`config.mk`:
```
export PLATFORM = sky130hd
export DESIGN_NAME = irq_prio_ctrl
export DESIGN_NICKNAME = d
export VERILOG_FILES = /design/src/rtl/irq_pkg.sv /design/src/rtl/irq_edge_sync.sv /design/src/rtl/irq_arbiter.sv /design/src/rtl/irq_prio_ctrl.sv
export SDC_FILE = /design/constraint.sdc
export NUM_CORES = 1
export LEC_CHECK = 0
export BUFFER_PORTS_ARGS = -buffer_cell sky130_fd_sc_hd__buf_4
export CAP_MARGIN = 20
export CORE_UTILIZATION = 46
export CTS_CLUSTER_SIZE = 40
export DETAILED_ROUTE_END_ITERATION = 10
export PLACE_DENSITY = 0.94
export SLEW_MARGIN = 5
export SYNTH_ARGS = -nofsm -noshare
export SYNTH_HDL_FRONTEND = slang
export SYNTH_SLANG_ARGS = --single-unit
```
`constraint.sdc`:
```
create_clock -name clk -period 5.1 [get_ports clk]
set_input_delay 1.02 -clock clk [delete_from_list [all_inputs] [get_ports clk]]
set_output_delay 1.02 -clock clk [all_outputs]
set_load 0.01 [all_outputs]
```
`src/rtl/irq_pkg.sv`:
```
package irq_pkg;
  localparam int unsigned CODE_W = 4;

  // Index of the lowest set bit; 0 when none is set.
  function automatic int unsigned lowest_index(input logic [31:0] v);
    int unsigned r;
    r = 0;
    for (int i = 31; i >= 0; i--) begin
      if (v[i]) r = i;
    end
    return r;
  endfunction

  function automatic logic [31:0] vector_for(input logic [CODE_W-1:0] code,
                                             input int unsigned base,
                                             input int unsigned stride);
    return 32'(base + 32'(code) * stride);
  endfunction
endpackage

```
`src/rtl/irq_edge_sync.sv`:
```
module irq_edge_sync #(
  parameter int unsigned STAGES = 2
) (
  input  logic clk,
  input  logic rst_n,
  input  logic async_i,
  output logic rise_o
);
  logic [STAGES-1:0] sr_q;
  logic              last_q;

  always_ff @(posedge clk or negedge rst_n) begin
    if (!rst_n) begin
      sr_q   <= '0;
      last_q <= 1'b0;
    end else begin
      sr_q   <= {sr_q[STAGES-2:0], async_i};
      last_q <= sr_q[STAGES-1];
    end
  end

  assign rise_o = sr_q[STAGES-1] & ~last_q;

  // one detection per edge
  a_r1_single_rise: assert property (@(posedge clk) disable iff (!rst_n)
    rise_o |=> !rise_o);
endmodule

```
`src/rtl/irq_arbiter.sv`:
```
module irq_arbiter
  import irq_pkg::*;
#(
  parameter int unsigned NF = 6
) (
  input  logic              busy_i,
  input  logic              rst_pend_i,
  input  logic              trap_pend_i,
  input  logic              gie_i,
  input  logic [NF-1:0]     flags_i,
  input  logic [NF-1:0]     mask_i,
  output logic              take_o,
  output logic              take_rst_o,
  output logic              take_trap_o,
  output logic [NF-1:0]     sel_o,
  output logic [CODE_W-1:0] code_o
);
  logic [NF-1:0] eligible;
  int unsigned   idx;

  always_comb begin
    eligible    = flags_i & mask_i & {NF{gie_i}};
    idx         = lowest_index(32'(eligible));
    take_o      = 1'b0;
    take_rst_o  = 1'b0;
    take_trap_o = 1'b0;
    sel_o       = '0;
    code_o      = '0;
    if (!busy_i) begin
      if (rst_pend_i) begin
        take_o     = 1'b1;
        take_rst_o = 1'b1;
      end else if (trap_pend_i) begin
        take_o      = 1'b1;
        take_trap_o = 1'b1;
        code_o      = CODE_W'(NF + 1);
      end else if (|eligible) begin
        take_o     = 1'b1;
        sel_o[idx] = 1'b1;
        code_o     = CODE_W'(idx + 1);
      end
    end
  end
endmodule

```
`src/rtl/irq_prio_ctrl.sv`:
```
module irq_prio_ctrl
  import irq_pkg::*;
#(
  parameter int unsigned NUM_EXT     = 3,
  parameter int unsigned SYNC_STAGES = 2,
  parameter int unsigned ADDR_W      = 16,
  parameter int unsigned DATA_W      = 16,
  parameter int unsigned VEC_BASE    = 0,
  parameter int unsigned VEC_STRIDE  = 2,
  parameter int unsigned MASK_ADDR   = 4
) (
  input  logic                    clk,
  input  logic                    rst_n,
  input  logic [NUM_EXT-1:0]      ext_irq_i,
  input  logic                    tmr_evt_i,
  input  logic                    srx_evt_i,
  input  logic                    stx_evt_i,
  input  logic                    trap_req_i,
  input  logic                    reset_req_i,
  input  logic                    core_busy_i,
  input  logic                    gie_set_i,
  input  logic                    gie_clr_i,
  input  logic                    wr_en_i,
  input  logic [ADDR_W-1:0]       wr_addr_i,
  input  logic [DATA_W-1:0]       wr_data_i,
  output logic                    ack_o,
  output logic [ADDR_W-1:0]       vec_o,
  output logic [NUM_EXT+2:0]      flags_o,
  output logic [NUM_EXT+2:0]      mask_o,
  output logic                    gie_o
);
  localparam int unsigned NF = NUM_EXT + 3;

  logic [NUM_EXT-1:0] ext_rise;
  logic [NF-1:0]      events;
  logic [NF-1:0]      flags_q, mask_q, sel;
  logic               gie_q, rst_pend_q, trap_pend_q, ack_q;
  logic               take, take_rst, take_trap, mask_hit;
  logic [CODE_W-1:0]  code, code_q;
  logic [ADDR_W-1:0]  vec_q;

  for (genvar g = 0; g < NUM_EXT; g++) begin : g_ext
    irq_edge_sync #(.STAGES(SYNC_STAGES)) u_sync (
      .clk    (clk),
      .rst_n  (rst_n),
      .async_i(ext_irq_i[g]),
      .rise_o (ext_rise[g])
    );
  end

  assign events   = {stx_evt_i, srx_evt_i, tmr_evt_i, ext_rise};
  assign mask_hit = wr_en_i && (wr_addr_i == ADDR_W'(MASK_ADDR));

  irq_arbiter #(.NF(NF)) u_arb (
    .busy_i     (core_busy_i),
    .rst_pend_i (rst_pend_q),
    .trap_pend_i(trap_pend_q),
    .gie_i      (gie_q),
    .flags_i    (flags_q),
    .mask_i     (mask_q),
    .take_o     (take),
    .take_rst_o (take_rst),
    .take_trap_o(take_trap),
    .sel_o      (sel),
    .code_o     (code)
  );

  always_ff @(posedge clk or negedge rst_n) begin
    if (!rst_n) begin
      flags_q     <= '0;
      mask_q      <= '0;
      gie_q       <= 1'b0;
      rst_pend_q  <= 1'b0;
      trap_pend_q <= 1'b0;
      ack_q       <= 1'b0;
      code_q      <= '0;
      vec_q       <= '0;
    end else begin
      flags_q     <= (flags_q & ~sel) | events;
      rst_pend_q  <= (rst_pend_q & ~take_rst) | reset_req_i;
      trap_pend_q <= (trap_pend_q & ~take_trap) | trap_req_i;
      if (mask_hit) mask_q <= wr_data_i[NF-1:0];
      if (take || gie_clr_i) gie_q <= 1'b0;
      else if (gie_set_i)    gie_q <= 1'b1;
      ack_q <= take;
      if (take) begin
        code_q <= code;
        vec_q  <= vector_for(code, VEC_BASE, VEC_STRIDE)[ADDR_W-1:0];
      end
    end
  end

  assign ack_o   = ack_q;
  assign vec_o   = vec_q;
  assign flags_o = flags_q;
  assign mask_o  = mask_q;
  assign gie_o   = gie_q;

  // a busy cycle is never a take cycle
  a_r5_busy_blocks: assert property (@(posedge clk) disable iff (!rst_n)
    core_busy_i |=> !ack_o);
  // every take leaves the global enable off
  a_r7_gie_off_after_take: assert property (@(posedge clk) disable iff (!rst_n)
    ack_o |-> !gie_o);
  // a maskable take needs the enable on in the cycle before
  a_r4_needs_gie: assert property (@(posedge clk) disable iff (!rst_n)
    (ack_o && code_q >= CODE_W'(1) && code_q <= CODE_W'(NF)) |-> $past(gie_o));
  // mask changes only through a write at its address
  a_r2_mask_hold: assert property (@(posedge clk) disable iff (!rst_n)
    !mask_hit |=> $stable(mask_o));
endmodule

```
# Word-level counts from Yosys, hierarchy flattened

Cells that the tools add are included.

Equal/unequal tests: 1
Bitwise logic cells: 17
Magnitude comparators: 2
Muxes and demuxes: 27
Reductions and logical operators: 5
$add $sub $neg: 1

Operators by type and width:

| operator                                                           | count |
|---|---|
| two-way mux 32 bit                                                 | 5 |
| greater-or-equal comparator 32 x 1 -> 1 bit, second input constant | 1 |
| less-than comparator 32 x 4 -> 1 bit, second input constant        | 1 |
| two-way mux 6 bit                                                  | 4 |
| bitwise AND 6 bit                                                  | 3 |
| equality test 16 x 3 -> 1 bit, second input constant               | 1 |
| two-way mux 4 bit                                                  | 4 |
| two-way mux 1 bit                                                  | 12 |
| NOT 6 bit                                                          | 1 |
| OR 6 bit                                                           | 1 |
| OR reduction 6 bit                                                 | 1 |
| bitwise AND 1 bit                                                  | 5 |
| NOT 1 bit                                                          | 5 |
| adder 4 x 1 -> 4 bit, second input constant                        | 1 |
| demux 1 bit (select 3 bit)                                         | 1 |
| two-way mux 3 bit                                                  | 1 |
| logical AND 1 bit                                                  | 2 |
| OR 1 bit                                                           | 2 |
| nonzero test 2 bit                                                 | 1 |
| logical OR 1 bit                                                   | 1 |

Output and inout port bits: 30
Register bits after elaboration: 29
Bits of input ports: 46
Logic and storage cells: 66

# Longest topological paths before layout

Depth in word-level cells: 19
Gate-level depth with buffers: 7
Depth with buffers taken out: 7

# By module

From an unflattened synthesis, not the netlist that was laid out.

Cell total of the unflattened synthesis: 122
Area, all modules: 1408.9 sq um

By module, submodules not included:

| module        | area an instance (sq um) | cells each | sequential area each (sq um) | instances |
|---|---|---|---|---|
| irq_prio_ctrl | 865.8                    | 67         | 500.5                        | 1 |
| irq_arbiter   | 276.5                    | 43         | 0.0                          | 1 |
| irq_edge_sync | 88.8                     | 4          | 75.1                         | 3 |

# Worst setup path after synthesis

No wires, ideal clock.

Path kind: input port to flip-flop
Start point: input wr_addr_i[1]
End point: register mask_q[0], in the netlist mask_o[0]
Buffers on the path: 0
Arrival: 2279 ps
Setup time: 125 ps
Data required time: 4975 ps
Path slack: 2696 ps
Stages on the path: 3
Path through: or4b_4 nor4_4 mux2_2

Word-level cells in the longest chain between the ends: 2

RTL lines:

| element                       | RTL line            | RTL |
|---|---|---|
| start: declaration            | irq_prio_ctrl.sv:24 | `input logic [ADDR_W-1:0] wr_addr_i,` |
| equality test 16 x 3 -> 1 bit | irq_prio_ctrl.sv:52 | `assign mask_hit = wr_en_i && (wr_addr_i == ADDR_W'(MASK_ADDR));` |
| logical AND 1 bit             | irq_prio_ctrl.sv:52 |  |
| end signal: assignment        | irq_prio_ctrl.sv:82 | `if (mask_hit) mask_q <= wr_data_i[NF-1:0];` |
| end: declaration              | irq_prio_ctrl.sv:36 | `logic [NF-1:0] flags_q, mask_q, sel;` |

Every way passes these cells.
A chain may end at the register's enable or synchronous reset.

# Worst setup path in the final report

Start point: input wr_addr_i[1]
End point: register mask_q[5], in the netlist mask_o[5]

The elaborated chain is that of the path after synthesis.

==> metrics.cfg <==
[status]
outcome=completed

[worst_setup_path]
cp-end-kind=flop
cp.required_ps=5330
crit_type=input port to flop
start_kind=input port
arrival_ps=2470
cp_max_fo=6

[clock_tree]
clk_pin_slew_ps=100
clockBufferDepth=2
cts-root-buf=clkbuf_4
cts_tree=built
cts_hold_buf=0
htree_num_levels=2
post_cts_buffers=0
clk_latency_ps=340
cts.sinks=29
ctsResizeCount=0
cts_buffers=5

[finish]
diodes=0
stdcell_area_sq_um=1770
area_growth_pct=32.6
layout.cells.non_filler=205
multiInputGateArea_sq_um=518
fillerInstances=219
seq_area_sq_um=726
layout.nets=220
drive_gt1_frac=0.408
utilization=0.642

[route]
vias_per_cell=5.50
drcViolationCount=0
antenna_left=0
dr.pass1.iters=4
wl_per_cell_microns=14.2
totalWireLength_microns=2910
drtIter0Drc=31
vias=1127

[sta]
skew_ps=10.3
worst_hold_slack_ps=360
finalSetupViolations=0
hold_viol=0
rsz0062_at_grt=false
period_share=0.439
setup-tns-final_ps=0
slew_viol_final=0
timing.fmax_mhz=446
min_period_ps=2240

[synth]
syn_avg_cell_area_sq_um=11.5
synth_flop_cell=dfrtp_1
synth_area_sq_um=1330
ys_top_cells_by_area=dfrtp_1 (54%), buf_4 (6.8%), mux2_2 (5.1%), inv_1 (2.5%), a22o_1 (2.0%)
yosysUniqueCellTypes=38
synth_top_cell_area_share=0.544
yosysSeqAreaShare=0.544
synth.most_common_cell=dfrtp_1
syn_inst=116
synth-edff-count=0
yosys-top-cells-count=dfrtp_1 (29), buf_4 (12), inv_1 (9), mux2_2 (6), nor2_1 (5)
ys_ff_latch=29
synth_largest_area_cell=dfrtp_1
synth_warnings=0
postSynth.asyncResetShare=1.00

[grt]
grt_max_degree=30
grt-ovfl-total=0
grt_pass1_wl_microns=4990
track_usage=0.209
gr-usage-met3=0.0721
gr-usage-met1=0.238
grt_pass1_vias=1114
antenna_found_initial=0
grt_use_met2=0.363
top_usage_layer=met2

[min_path]
min_path_type=flop to flop

[floorplanning]
rows=19
die-area_sq_um=3120
chipWidth_microns=55.8
core_sq_um=2760
initial_core_util=0.484
pin_count=76
die_h_microns=55.8

[power_and_ir_drop]
vdd_drop_max_v=0.000274
power_density_nw_per_um2=241
p_leak_nw=0.874

[placement]
dp_hpwl_microns=2270
dp_cells=197
numPortBuffers=53
place_area_sq_um=1710
gp_congestion=0.797

[run]
maxCapViolCount=0

flip-flops by register name (all words and copies together), names as in the netlist:
signal	flops
g_ext.u_sync.sr_q	6
g_ext.u_sync.last_q	3
trap_pend_q	1
ack_o	1
vec_o	4
gie_o	1
rst_pend_q	1
mask_o	6
flags_o	6
critical path: stages:
cell	delay (ps)
buf_4	110
or4b_4	530
nor4_4	420
mux2_2	390
logic make-up after synthesis:
| group | after synthesis | synth area share |
|---|---|---|
| compound gates | 28 | 0.161 |
| mux | 6 | 0.0507 |
| flops | 29 | 0.544 |
| buf+inv | 23 | 0.0985 |
| simple gates | 28 | 0.133 |
| other cells | 1 | 0.00281 |
| fa+ha+maj | 1 | 0.00938 |
stage by stage:
step	worst slack (ps)	total power, mW
3_3_place_gp	2520	0.294
6_report	2860	0.426
3_5_place_dp	2490	0.296
4_1_cts	2850	0.430
5_1_grt	2790	0.444
2_1_floorplan	2700	0.269
routing by layer:
metal,vias up,share of wire
met5,-,0
met4,0,0.022
met3,10,0.069
met2,57,0.52
met1,546,0.39
li1,514,-
final timing paths:
kind | from | endpoint | slack [ps] | cells past startpoint
setup / recovery | wr_addr_i[1] | mask_o[5] | 2860 | 4
hold / removal | g_ext[0].u_sync.sr_q[0] | g_ext[0].u_sync.sr_q[1] | 360 | 0
setup reg to reg | flags_o[3] | vec_o[3] | 3130 | 7
hold reg to reg | g_ext[0].u_sync.sr_q[0] | g_ext[0].u_sync.sr_q[1] | 360 | 0
max in group asynchronous | rst_n | vec_o[2] | 4240 | 1
min in group asynchronous | rst_n | g_ext[2].u_sync.sr_q[0] | 580 | 1
area by class of cell:
class	count	share of cell area
timing repair buffer	53	0.225
clock inverter	3	0.00990
multi-input combinational	75	0.293
sequential	29	0.410
inverter	9	0.0191
tap	31	0.0219
clock buffer	5	0.0212
cells in the final DEF (no fill, tap or decap), types with 2 or more instances in the layout:
| cell type | n |
|---|---|
| buf_4 | 53 |
| a22oi_1 | 2 |
| o41ai_1 | 3 |
| a21o_1 | 3 |
| nand2_1 | 4 |
| conb_1 | 12 |
| o21ai_0 | 3 |
| nor2b_1 | 2 |
| and2_1 | 2 |
| a31oi_1 | 2 |
| o32ai_1 | 2 |
| nor3_1 | 3 |
| nand2b_1 | 2 |
| mux2_2 | 6 |
| clkbuf_4 | 5 |
| a211oi_1 | 2 |
| clkinv_2 | 2 |
| o22ai_1 | 2 |
| dfrtp_1 | 29 |
| nor2_1 | 5 |
| a22o_1 | 3 |
| inv_1 | 9 |
report_power, final:
group	internal, mW	switching, mW
combinational	0.0267	0.0210
sequential	0.238	0.00511
clock	0.0518	0.0836
Power figures use the tool's default switching activity.
